File: config.mk
export PLATFORM = sky130hd
export DESIGN_NAME = cell_session_tx
export DESIGN_NICKNAME = d
export VERILOG_FILES = /design/src/rtl/cell_tx_pkg.sv /design/src/rtl/cell_tx_store.sv /design/src/rtl/cell_tx_backoff.sv /design/src/rtl/cell_session_tx.sv
export SDC_FILE = /design/constraint.sdc
export NUM_CORES = 1
export LEC_CHECK = 0
export ABC_AREA = 1
export BUFFER_PORTS_ARGS = -buffer_cell sky130_fd_sc_hd__clkbuf_2
export CORE_UTILIZATION = 42
export CTS_CLUSTER_SIZE = 28
export DETAILED_ROUTE_END_ITERATION = 8
export PLACE_DENSITY_LB_ADDON = 0.12
export SLEW_MARGIN = 30
export SYNTH_ARGS = -nofsm -noshare
export SYNTH_HDL_FRONTEND = slang
export SYNTH_SLANG_ARGS = --single-unit
File: constraint.sdc
create_clock -name clk -period 2.6 [get_ports clk]
set_input_delay 0.13 -clock clk [delete_from_list [all_inputs] [get_ports clk]]
set_output_delay 0.13 -clock clk [all_outputs]
set_load 0.03 [all_outputs]
File: src/rtl/cell_tx_pkg.sv
package cell_tx_pkg;

  typedef enum logic [2:0] {
    ST_FILL,
    ST_HDR0,
    ST_HDR1,
    ST_WAIT,
    ST_BURST,
    ST_HOLD
  } tx_state_e;

  typedef enum logic [1:0] {
    POS_NONE  = 2'b00,
    POS_FIRST = 2'b01,
    POS_MID   = 2'b10,
    POS_LAST  = 2'b11
  } cell_pos_e;

endpackage

File: src/rtl/cell_tx_store.sv
module cell_tx_store #(
  parameter int W     = 8,
  parameter int AW    = 7,
  parameter int DEPTH = 128
) (
  input  logic          clk,
  input  logic          we,
  input  logic [AW-1:0] waddr,
  input  logic [W-1:0]  wdata,
  input  logic [AW-1:0] raddr,
  output logic [W-1:0]  rdata
);

  logic [W-1:0] mem [DEPTH];

  always_ff @(posedge clk) begin
    if (we) mem[waddr] <= wdata;
    rdata <= mem[raddr];
  end

endmodule

File: src/rtl/cell_tx_backoff.sv
module cell_tx_backoff #(
  parameter int CNT_W  = 8,
  parameter int RELOAD = 127
) (
  input  logic clk,
  input  logic rst,
  input  logic load,
  input  logic en,
  output logic done
);

  logic [CNT_W-1:0] cnt;

  always_ff @(posedge clk) begin
    if (rst)                      cnt <= '0;
    else if (load)                cnt <= CNT_W'(RELOAD);
    else if (en && cnt != '0)     cnt <= cnt - CNT_W'(1);
  end

  assign done = (cnt == '0);

endmodule

File: src/rtl/cell_session_tx.sv
module cell_session_tx
  import cell_tx_pkg::*;
#(
  parameter int FLIT_W     = 8,
  parameter int ADDR_W     = 5,
  parameter int CELL_FLITS = 128
) (
  input  logic              clk,
  input  logic              rst,
  input  logic [FLIT_W-1:0] in_data,
  input  logic              in_valid,
  input  logic              in_last,
  output logic              in_ready,
  input  logic [ADDR_W-1:0] dst_addr,
  input  logic [ADDR_W-1:0] src_addr,
  input  logic              ack,
  input  logic              nack,
  output logic [FLIT_W-1:0] out_flit,
  output logic              out_valid,
  output logic              out_eop
);

  localparam int PTR_W = (CELL_FLITS > 1) ? $clog2(CELL_FLITS) : 1;
  localparam int LEN_W = $clog2(CELL_FLITS + 1);
  localparam int DEPTH = 1 << PTR_W;
  localparam int PAD0  = FLIT_W - ADDR_W - 2;
  localparam int PAD1  = FLIT_W - ADDR_W;
  localparam logic [PTR_W-1:0] PTR_END = PTR_W'(CELL_FLITS - 1);

  tx_state_e         st;
  cell_pos_e         pos_q;
  logic [PTR_W-1:0]  wr_ptr, rd_ptr;
  logic [LEN_W-1:0]  cell_len, sent;
  logic [ADDR_W-1:0] dst_q, src_q;
  logic              in_msg;
  logic [FLIT_W-1:0] rdata;
  logic              we, closing, burst_end, bo_done, bo_load;
  logic [FLIT_W-1:0] hdr0, hdr1;

  assign in_ready  = (st == ST_FILL);
  assign we        = in_valid && in_ready;
  assign closing   = we && (in_last || wr_ptr == PTR_END);
  assign burst_end = (sent == cell_len - LEN_W'(1));
  assign bo_load   = (st == ST_WAIT) && !ack && nack;
  assign hdr0      = {{PAD0{1'b0}}, pos_q, dst_q};
  assign hdr1      = {{PAD1{1'b0}}, src_q};

  cell_tx_store #(
    .W     (FLIT_W),
    .AW    (PTR_W),
    .DEPTH (DEPTH)
  ) u_store (
    .clk   (clk),
    .we    (we),
    .waddr (wr_ptr),
    .wdata (in_data),
    .raddr (rd_ptr),
    .rdata (rdata)
  );

  cell_tx_backoff #(
    .CNT_W  (LEN_W),
    .RELOAD (CELL_FLITS - 1)
  ) u_backoff (
    .clk  (clk),
    .rst  (rst),
    .load (bo_load),
    .en   (st == ST_HOLD),
    .done (bo_done)
  );

  always_ff @(posedge clk) begin
    if (rst) begin
      st        <= ST_FILL;
      pos_q     <= POS_NONE;
      wr_ptr    <= '0;
      rd_ptr    <= '0;
      cell_len  <= '0;
      sent      <= '0;
      dst_q     <= '0;
      src_q     <= '0;
      in_msg    <= 1'b0;
      out_flit  <= '0;
      out_valid <= 1'b0;
      out_eop   <= 1'b0;
    end else begin
      case (st)
        ST_FILL: begin
          out_valid <= 1'b0;
          out_eop   <= 1'b0;
          if (we) begin
            wr_ptr <= wr_ptr + PTR_W'(1);
            if (closing) begin
              st       <= ST_HDR0;
              wr_ptr   <= '0;
              cell_len <= LEN_W'(wr_ptr) + LEN_W'(1);
              dst_q    <= dst_addr;
              src_q    <= src_addr;
              pos_q    <= in_last ? POS_LAST : (in_msg ? POS_MID : POS_FIRST);
            end
          end
        end
        ST_HDR0: begin
          out_flit  <= hdr0;
          out_valid <= 1'b1;
          out_eop   <= 1'b0;
          st        <= ST_HDR1;
        end
        ST_HDR1: begin
          out_flit  <= hdr1;
          out_valid <= 1'b1;
          rd_ptr    <= '0;
          st        <= ST_WAIT;
        end
        ST_WAIT: begin
          out_valid <= 1'b0;
          if (ack) begin
            st     <= ST_BURST;
            rd_ptr <= PTR_W'(1);
            sent   <= '0;
          end else if (nack) begin
            st <= ST_HOLD;
          end
        end
        ST_BURST: begin
          out_flit  <= rdata;
          out_valid <= 1'b1;
          out_eop   <= burst_end;
          rd_ptr    <= rd_ptr + PTR_W'(1);
          sent      <= sent + LEN_W'(1);
          if (burst_end) begin
            st     <= ST_FILL;
            in_msg <= (pos_q != POS_LAST);
          end
        end
        ST_HOLD: begin
          out_valid <= 1'b0;
          if (bo_done) st <= ST_HDR0;
        end
        default: st <= ST_FILL;
      endcase
    end
  end

  AST_EOP_NEEDS_VALID: assert property (@(posedge clk) disable iff (rst) out_eop |-> out_valid) else $error("eop without valid");
  AST_IDLE_AFTER_EOP: assert property (@(posedge clk) disable iff (rst) out_eop |=> !out_valid) else $error("flit right after eop");
  AST_HDR_TWO_FLITS: assert property (@(posedge clk) disable iff (rst) (st == ST_HDR1) |=> (out_valid && !out_eop)) else $error("second control flit missing");
  AST_WAIT_SILENT: assert property (@(posedge clk) disable iff (rst) (st == ST_WAIT && !ack) |=> !out_valid) else $error("data before ack");
  AST_HOLD_SILENT: assert property (@(posedge clk) disable iff (rst) (st == ST_HOLD) |=> !out_valid) else $error("flit during backoff");
  AST_NO_WRITE_IN_BURST: assert property (@(posedge clk) disable iff (rst) (st == ST_BURST || st == ST_WAIT) |-> !in_ready) else $error("producer not stalled");

endmodule

==> impl_metrics.py, run 1 <==
metrics = {
    "route": {
        "drt_iter0_drc": 2912,
        "drc": 5,
        "routed_wl_um": 131000,
        "antenna_left": 0,
        "routedWlPerCell_um": 23.0,
        "routed_via_density": 5.34,
        "drt_pass1_iterations": 8,
        "vias": 30300,
    },
    "critical_path": {
        "critPathArrivalTime_ns": 3.03,
        "worstSetupPathType": "reg2reg",
        "crit_path_max_fanout": 53,
        "critPathRequiredTime_ns": 3.17,
        "start_kind": "flop",
        "cp-end-kind": "flop",
    },
    "floorplanning": {
        "die_area_mm2": 0.108,
        "die_w_um": 329,
        "die_h_um": 329,
        "fp-row-count": 119,
        "core_area_mm2": 0.106,
        "initial_core_util": 0.425,
        "num_io_pins": 35,
    },
    "power_and_ir_drop": {
        "power_density_mw_per_mm2": 821,
        "leakagePower_nw": 18.4,
        "ir_drop_mv": 0.533,
        "total_power_mw": 42.9,
    },
    "yosys": {
        "async_flop_share": 0,
        "synth_area_leader_cell": "edfxtp_1",
        "ys_types": 35,
        "postSynthAreaPerCell_um2": 11.3,
        "synth_top_cells_by_count": "edfxtp_1 (1,024), nor2_1 (1,006), nand2_1 (515)",
        "synth.most_common_cell": "edfxtp_1",
        "synth_flop_cell": "edfxtp_1",
        "synthCells": 3961,
        "synth_area_leaders": "edfxtp_1 (68%), nor2_1 (8.4%), o21ai_0 (5.4%)",
        "yosys_warnings": 0,
        "syn-cell-area_mm2": 0.0449,
        "syn_nets": 3991,
        "synth_edf_count": 1024,
        "yosysSeqAreaShare": 0.716,
        "netlist.area_leader.share": 0.684,
        "ys_seq_elements": 1096,
    },
    "layout": {
        "syn_to_final_growth_pct": 16.3,
        "fin_area_mm2": 0.0523,
        "drive_gt1_frac": 0.117,
        "antenna_cells": 0,
        "stdcell_count": 5679,
        "final_core_util": 0.494,
        "layout.nets": 4226,
    },
    "timing": {
        "fmax_mhz": 407,
        "min_period_over_period": 0.944,
        "fin_setup_tns_ns": 0,
        "setup_slack_ns": 0.145,
        "layout_min_cycle_time_ns": 2.46,
        "whs_ns": 0.248,
        "skew_ns": 0.0277,
        "slew_viol_final": 0,
        "hold_viol_final": 0,
        "rsz0062_at_grt": "false",
        "slew_headroom": 0.558,
        "setup_viol_count_final": 0,
        "tightest_slew_ns": 0.664,
    },
    "clock_network": {
        "htree_levels": 3,
        "cts.path.max_buffers": 3,
        "cts_buffers": 116,
        "cts_tree": "done",
        "cts_num_sinks": 1096,
        "cts_setup_buffers": 0,
        "cts_root_buf": "clkbuf_16",
        "clk_pin_slew_ns": 0.06,
        "worstSkewPairLatency_ns": 0.70,
    },
    "global_routing": {
        "antenna_found_initial": 0,
        "grt_pass1_wl_um": 192000,
        "grt_pass1_vias": 29100,
        "grt_max_degree": 128,
        "grt.total_usage": 0.240,
        "grt-ovfl-total": 0,
    },
    "run": {
        "cap_violations": 0,
    },
    "placed_design": {
        "dp_hpwl_um": 80400,
        "pre_cts_slack_ns": 0.0786,
        "place_inst": 5443,
        "io_buffers": 34,
        "place_congestion": 0.892,
        "placed_cell_area_mm2": 0.0484,
    },
    "run_status": {
        "violations": "design-rule violations",
        "status": "complete, but fails checks",
    },
    "worst_hold_path": {
        "min_path_type": "in2reg",
    },
}
==> final cells by class <==
cell class                 count  area, um^2
clock buffer                 166        3230
tap                         1391        1740
sequential                  1096       32200
multi-input combinational   2510       11100
timing repair buffer         349        3180
inverter                     123         474
fill                        9465       53500
clock inverter                44         325
==> state kept, by name, summed over array words and instances, names as in the netlist <==
| register | cells |
|---|---|
| sent | 8 |
| dst_q | 5 |
| out_eop | 1 |
| u_store.mem | 1024 |
| st | 3 |
| src_q | 5 |
| out_flit | 8 |
| u_store.rdata | 8 |
| wr_ptr | 7 |
| out_valid | 1 |
| cell_len | 8 |
| rd_ptr | 7 |
| pos_q | 2 |
| u_backoff.cnt | 8 |
| in_msg | 1 |
==> final timing paths <==
check / cells past startpoint / slack (ns) / start / to
hold / removal: 4 / 0.25 / dst_addr[4] / dst_q[4]
setup / recovery: 12 / 0.14 / rd_ptr[0] / u_store.rdata[0]
setup reg to reg: 12 / 0.14 / rd_ptr[0] / u_store.rdata[0]
hold reg to reg: 2 / 0.45 / dst_q[3] / dst_q[3]
==> cell usage in the layout (no fill, tap or decap), drive strengths merged, types with 2 or more instances in the layout <==
cell,instances
inv,120
xor2,5
buf,297
bufinv,5
clkbuf,192
nand4,6
nor2,1009
o211ai,83
a211oi,7
nor3b,2
nand3,197
o21ai,541
ha,6
nand2,515
nor3,10
a31oi,16
dlygate4sd3,26
edfxtp,1024
or2,9
dfxtp,72
a21oi,60
o22ai,39
clkinv,42
==> power breakdown <==
group | internal (mW) | switching (mW) | leakage, nW | total [mW]
Combinational | 2.26 | 5.14 | 6.89 | 7.41
Sequential | 19.5 | 0.243 | 9.79 | 19.7
Clock | 9.03 | 6.73 | 1.73 | 15.8
==> logic make-up (layout without fill, tap and decap cells) <==
group	after synthesis	after routing	synth area share
compound gates	748	748	0.0900
simple gates	1750	1750	0.154
xor+xnor	6	6	0.00117
fa+ha+maj	6	6	0.00167
flops	1096	1096	0.716
buf+inv	355	682	0.0372
==> per-layer routing <==
metal	wire length (um)	track usage	share of wire	up-vias
li1	-	-	-	14300
met1	58900	0.349	0.45	14800
met2	60000	0.377	0.46	994
met3	7820	0.0304	0.060	187
met4	3730	0.0727	0.029	0
met5	0	0	0	-
==> repair_timing <==
item | 4_1_cts | 5_1_grt
hold buffers | 26 | 0
gates resized for setup | 0 | 3
hold endpoints to repair | 265 | 0
endpoints found under the setup margin | 0 | 3
==> worst max-delay path, stage by stage, from the launching register on <==
cell and delay, ns:
dfxtp_4 0.47, inv_8 0.20, buf_4 0.27, o21ai_0 0.24, nand2_1 0.10, nand2_1 0.11
nand2_1 0.06, inv_1 0.24, nand2_1 0.09, nand2_1 0.07, nand3_1 0.07, nor2_1 0.27
nor2_1 0.09
(Power assumes the default switching activity.)
==> run 2, diff against run 1 <==
--- a/config.mk
+++ b/config.mk
@@ -7,6 +7,7 @@
 export LEC_CHECK = 0
 export ABC_AREA = 1
 export BUFFER_PORTS_ARGS = -buffer_cell sky130_fd_sc_hd__clkbuf_2
+export CORE_ASPECT_RATIO = 2
 export CORE_UTILIZATION = 42
 export CTS_CLUSTER_SIZE = 28
 export DETAILED_ROUTE_END_ITERATION = 8
==> impl_metrics.py, run 2 (synthesis results as in run 1) <==
metrics = {
    "global_routing": {
        "grt.total_usage": 0.245,
        "grt_pass1_wl_um": 194000,
        "grt_max_degree": 129,
        "antenna_found_initial": 2,
        "grt-ovfl-total": 0,
        "grt_pass1_vias": 29800,
    },
    "placed_design": {
        "place_congestion": 0.872,
        "place_inst": 5433,
        "dp_hpwl_um": 85000,
        "io_buffers": 34,
    },
    "route": {
        "drt_iter0_drc": 2017,
        "antenna_left": 0,
        "drc": 21,
        "drt_pass1_iterations": 8,
        "routed_wl_um": 132000,
        "routedWlPerCell_um": 23.4,
        "routed_via_density": 5.35,
        "vias": 30200,
    },
    "timing": {
        "layout_min_cycle_time_ns": 2.39,
        "fmax_mhz": 419,
        "skew_ns": 0.0258,
        "min_period_over_period": 0.918,
        "tightest_slew_ns": 0.852,
        "slew_viol_final": 0,
        "rsz0062_at_grt": "false",
        "setup_viol_count_final": 0,
        "hold_viol_final": 0,
        "fin_setup_tns_ns": 0,
        "slew_headroom": 0.432,
        "whs_ns": 0.0337,
    },
    "critical_path": {
        "rr_worst_depth": 11,
        "crit_end": "u_store.rdata[3]",
        "critPathArrivalTime_ns": 3.02,
        "path_cells": "buf_12 -> buf_4 -> buf_4 -> o21ai_0 -> o22ai_1 -> nand2_1 -> nand3_1 -> nor2_1 -> nor2_1 -> nor2_1 -> nor2_1",
        "critPathRequiredTime_ns": 3.23,
        "crit_path_max_fanout": 23,
        "worstSetupPathType": "reg2reg",
        "start_kind": "flop",
        "crit_path_top_delay_cell": "dfxtp_4",
        "cpMostUsedCell": "nor2_1",
        "worstSetupStartpoint": "rd_ptr[0]",
        "max_stage_delay_ns": 0.43,
        "r2r_setup_slack_ns": 0.21,
        "r2r_end": "u_store.rdata[3]",
        "cp-end-kind": "flop",
        "reg2reg_from": "rd_ptr[0]",
    },
    "layout": {
        "nFillCells": 9532,
        "final_cell_mix": "edfxtp_1 (1,024), nor2_1 (1,005), nand2_1 (515)",
        "ff_latch_area_mm2": 0.0322,
        "regMostFlops": "u_store.mem",
        "syn_to_final_growth_pct": 15.7,
        "stdcell_count": 5637,
        "multi_input_area_mm2": 0.0111,
        "layout.nets": 4215,
        "final_common_cell": "edfxtp_1",
        "largest_register_ffs": 1024,
        "drive_gt1_frac": 0.121,
    },
    "power_and_ir_drop": {
        "p_seq_frac": 0.471,
        "power_density_mw_per_mm2": 803,
        "combPwrFrac": 0.170,
        "net-switching-power_mw": 11.7,
        "leakagePower_nw": 18.3,
        "internal_power_mw": 30.1,
        "clkPwrFrac": 0.359,
        "total_power_mw": 41.8,
        "switching_share": 0.279,
        "ir_drop_mv": 0.565,
    },
    "clock_network": {
        "cts_setup_buffers": 0,
        "cts_resized": 0,
        "cts.path.max_buffers": 3,
        "clk_pin_slew_ns": 0.08,
        "cts_buffers": 96,
        "worstSkewPairLatency_ns": 0.72,
        "cts_num_sinks": 1096,
        "cts_hold_buf": 22,
        "cts_root_buf": "clkbuf_16",
        "cts_tree": "done",
        "htree_levels": 3,
    },
    "worst_hold_path": {
        "min_path_type": "in2reg",
        "whs_path_depth": 2,
    },
    "run_status": {
        "status": "complete, but fails checks",
        "violations": "design-rule violations",
    },
    "floorplanning": {
        "die_h_um": 465,
        "fp-row-count": 169,
        "num_io_pins": 35,
        "die_area_mm2": 0.108,
        "die_w_um": 233,
        "core_area_mm2": 0.106,
        "initial_core_util": 0.423,
    },
    "run": {
        "cap_violations": 0,
    },
}
-- run 2: cell types whose count changed in the layout (fill, tap and decap cells not counted), moves of 2 or more --
| cell | change |
|---|---|
| clkbuf_1 | -24 |
| clkbuf_16 | -21 |
| buf_4 | +13 |
| clkinv_1 | -9 |
| clkinvlp_4 | +8 |
| bufinv_16 | +7 |
| clkinv_2 | +4 |
| dlygate4sd3_1 | -4 |
| clkinv_8 | +2 |
| nand3_1 | +2 |
| nand3_2 | -2 |
-- run 2: per-layer routing --
metal	global-route usage	wire, um
met1	0.279	49700
met2	0.448	70200
met3	0.0253	5110
met4	0.127	6990
met5	0	0
-- run 2: worst min-delay path by stage --
stage	startpoint	to	slack [ns]
final	in_data[1]	u_store.mem[72][1]	0.03
after CTS	in_data[1]	u_store.mem[72][1]	0.02
after floorplan	in_data[0]	u_store.mem[0][0]	0.23
after global placement	src_addr[4]	src_q[4]	0.40
after detailed placement	src_addr[4]	src_q[4]	0.40
after global routing	in_data[1]	u_store.mem[72][1]	0.06
-- run 2: through the flow --
stage	setup slack (ns)	util	area, um^2
final	0.212	0.490	52000
after global placement	0.176	0.457	48500
after CTS	0.187	0.490	52000
after global routing	0.0973	0.490	52000
after detailed placement	0.192	0.457	48500
after floorplan	0.435	-	44900
-- run 2: power by group through the flow --
stage / Sequential, mW / Clock (mW) / Combinational [mW]
floorplan: 20.0 / 0 / 4.31
global placement: 20.1 / 0 / 7.10
finish: 19.7 / 15.0 / 7.11
global route: 19.7 / 15.8 / 7.88
detailed placement: 20.1 / 0 / 7.15
CTS: 19.7 / 15.2 / 7.20
-- run 2: worst max-delay path, delay by kind of cell, from the launching register on --
family / cells / cell delay, ns
compound gates: 2 / 0.44
buf+inv: 3 / 0.67
flops: 1 / 0.43
simple gates: 6 / 0.76
-- run 2: final cells by class --
class	count	share of cell area
multi-input cells	2510	0.213
flip-flops and latches	1096	0.619
inverters	123	0.00912
diodes	1	0.0000481
clock inverters	59	0.0124
well taps	1368	0.0329
clock buffers	122	0.0505
repair buffers	358	0.0623
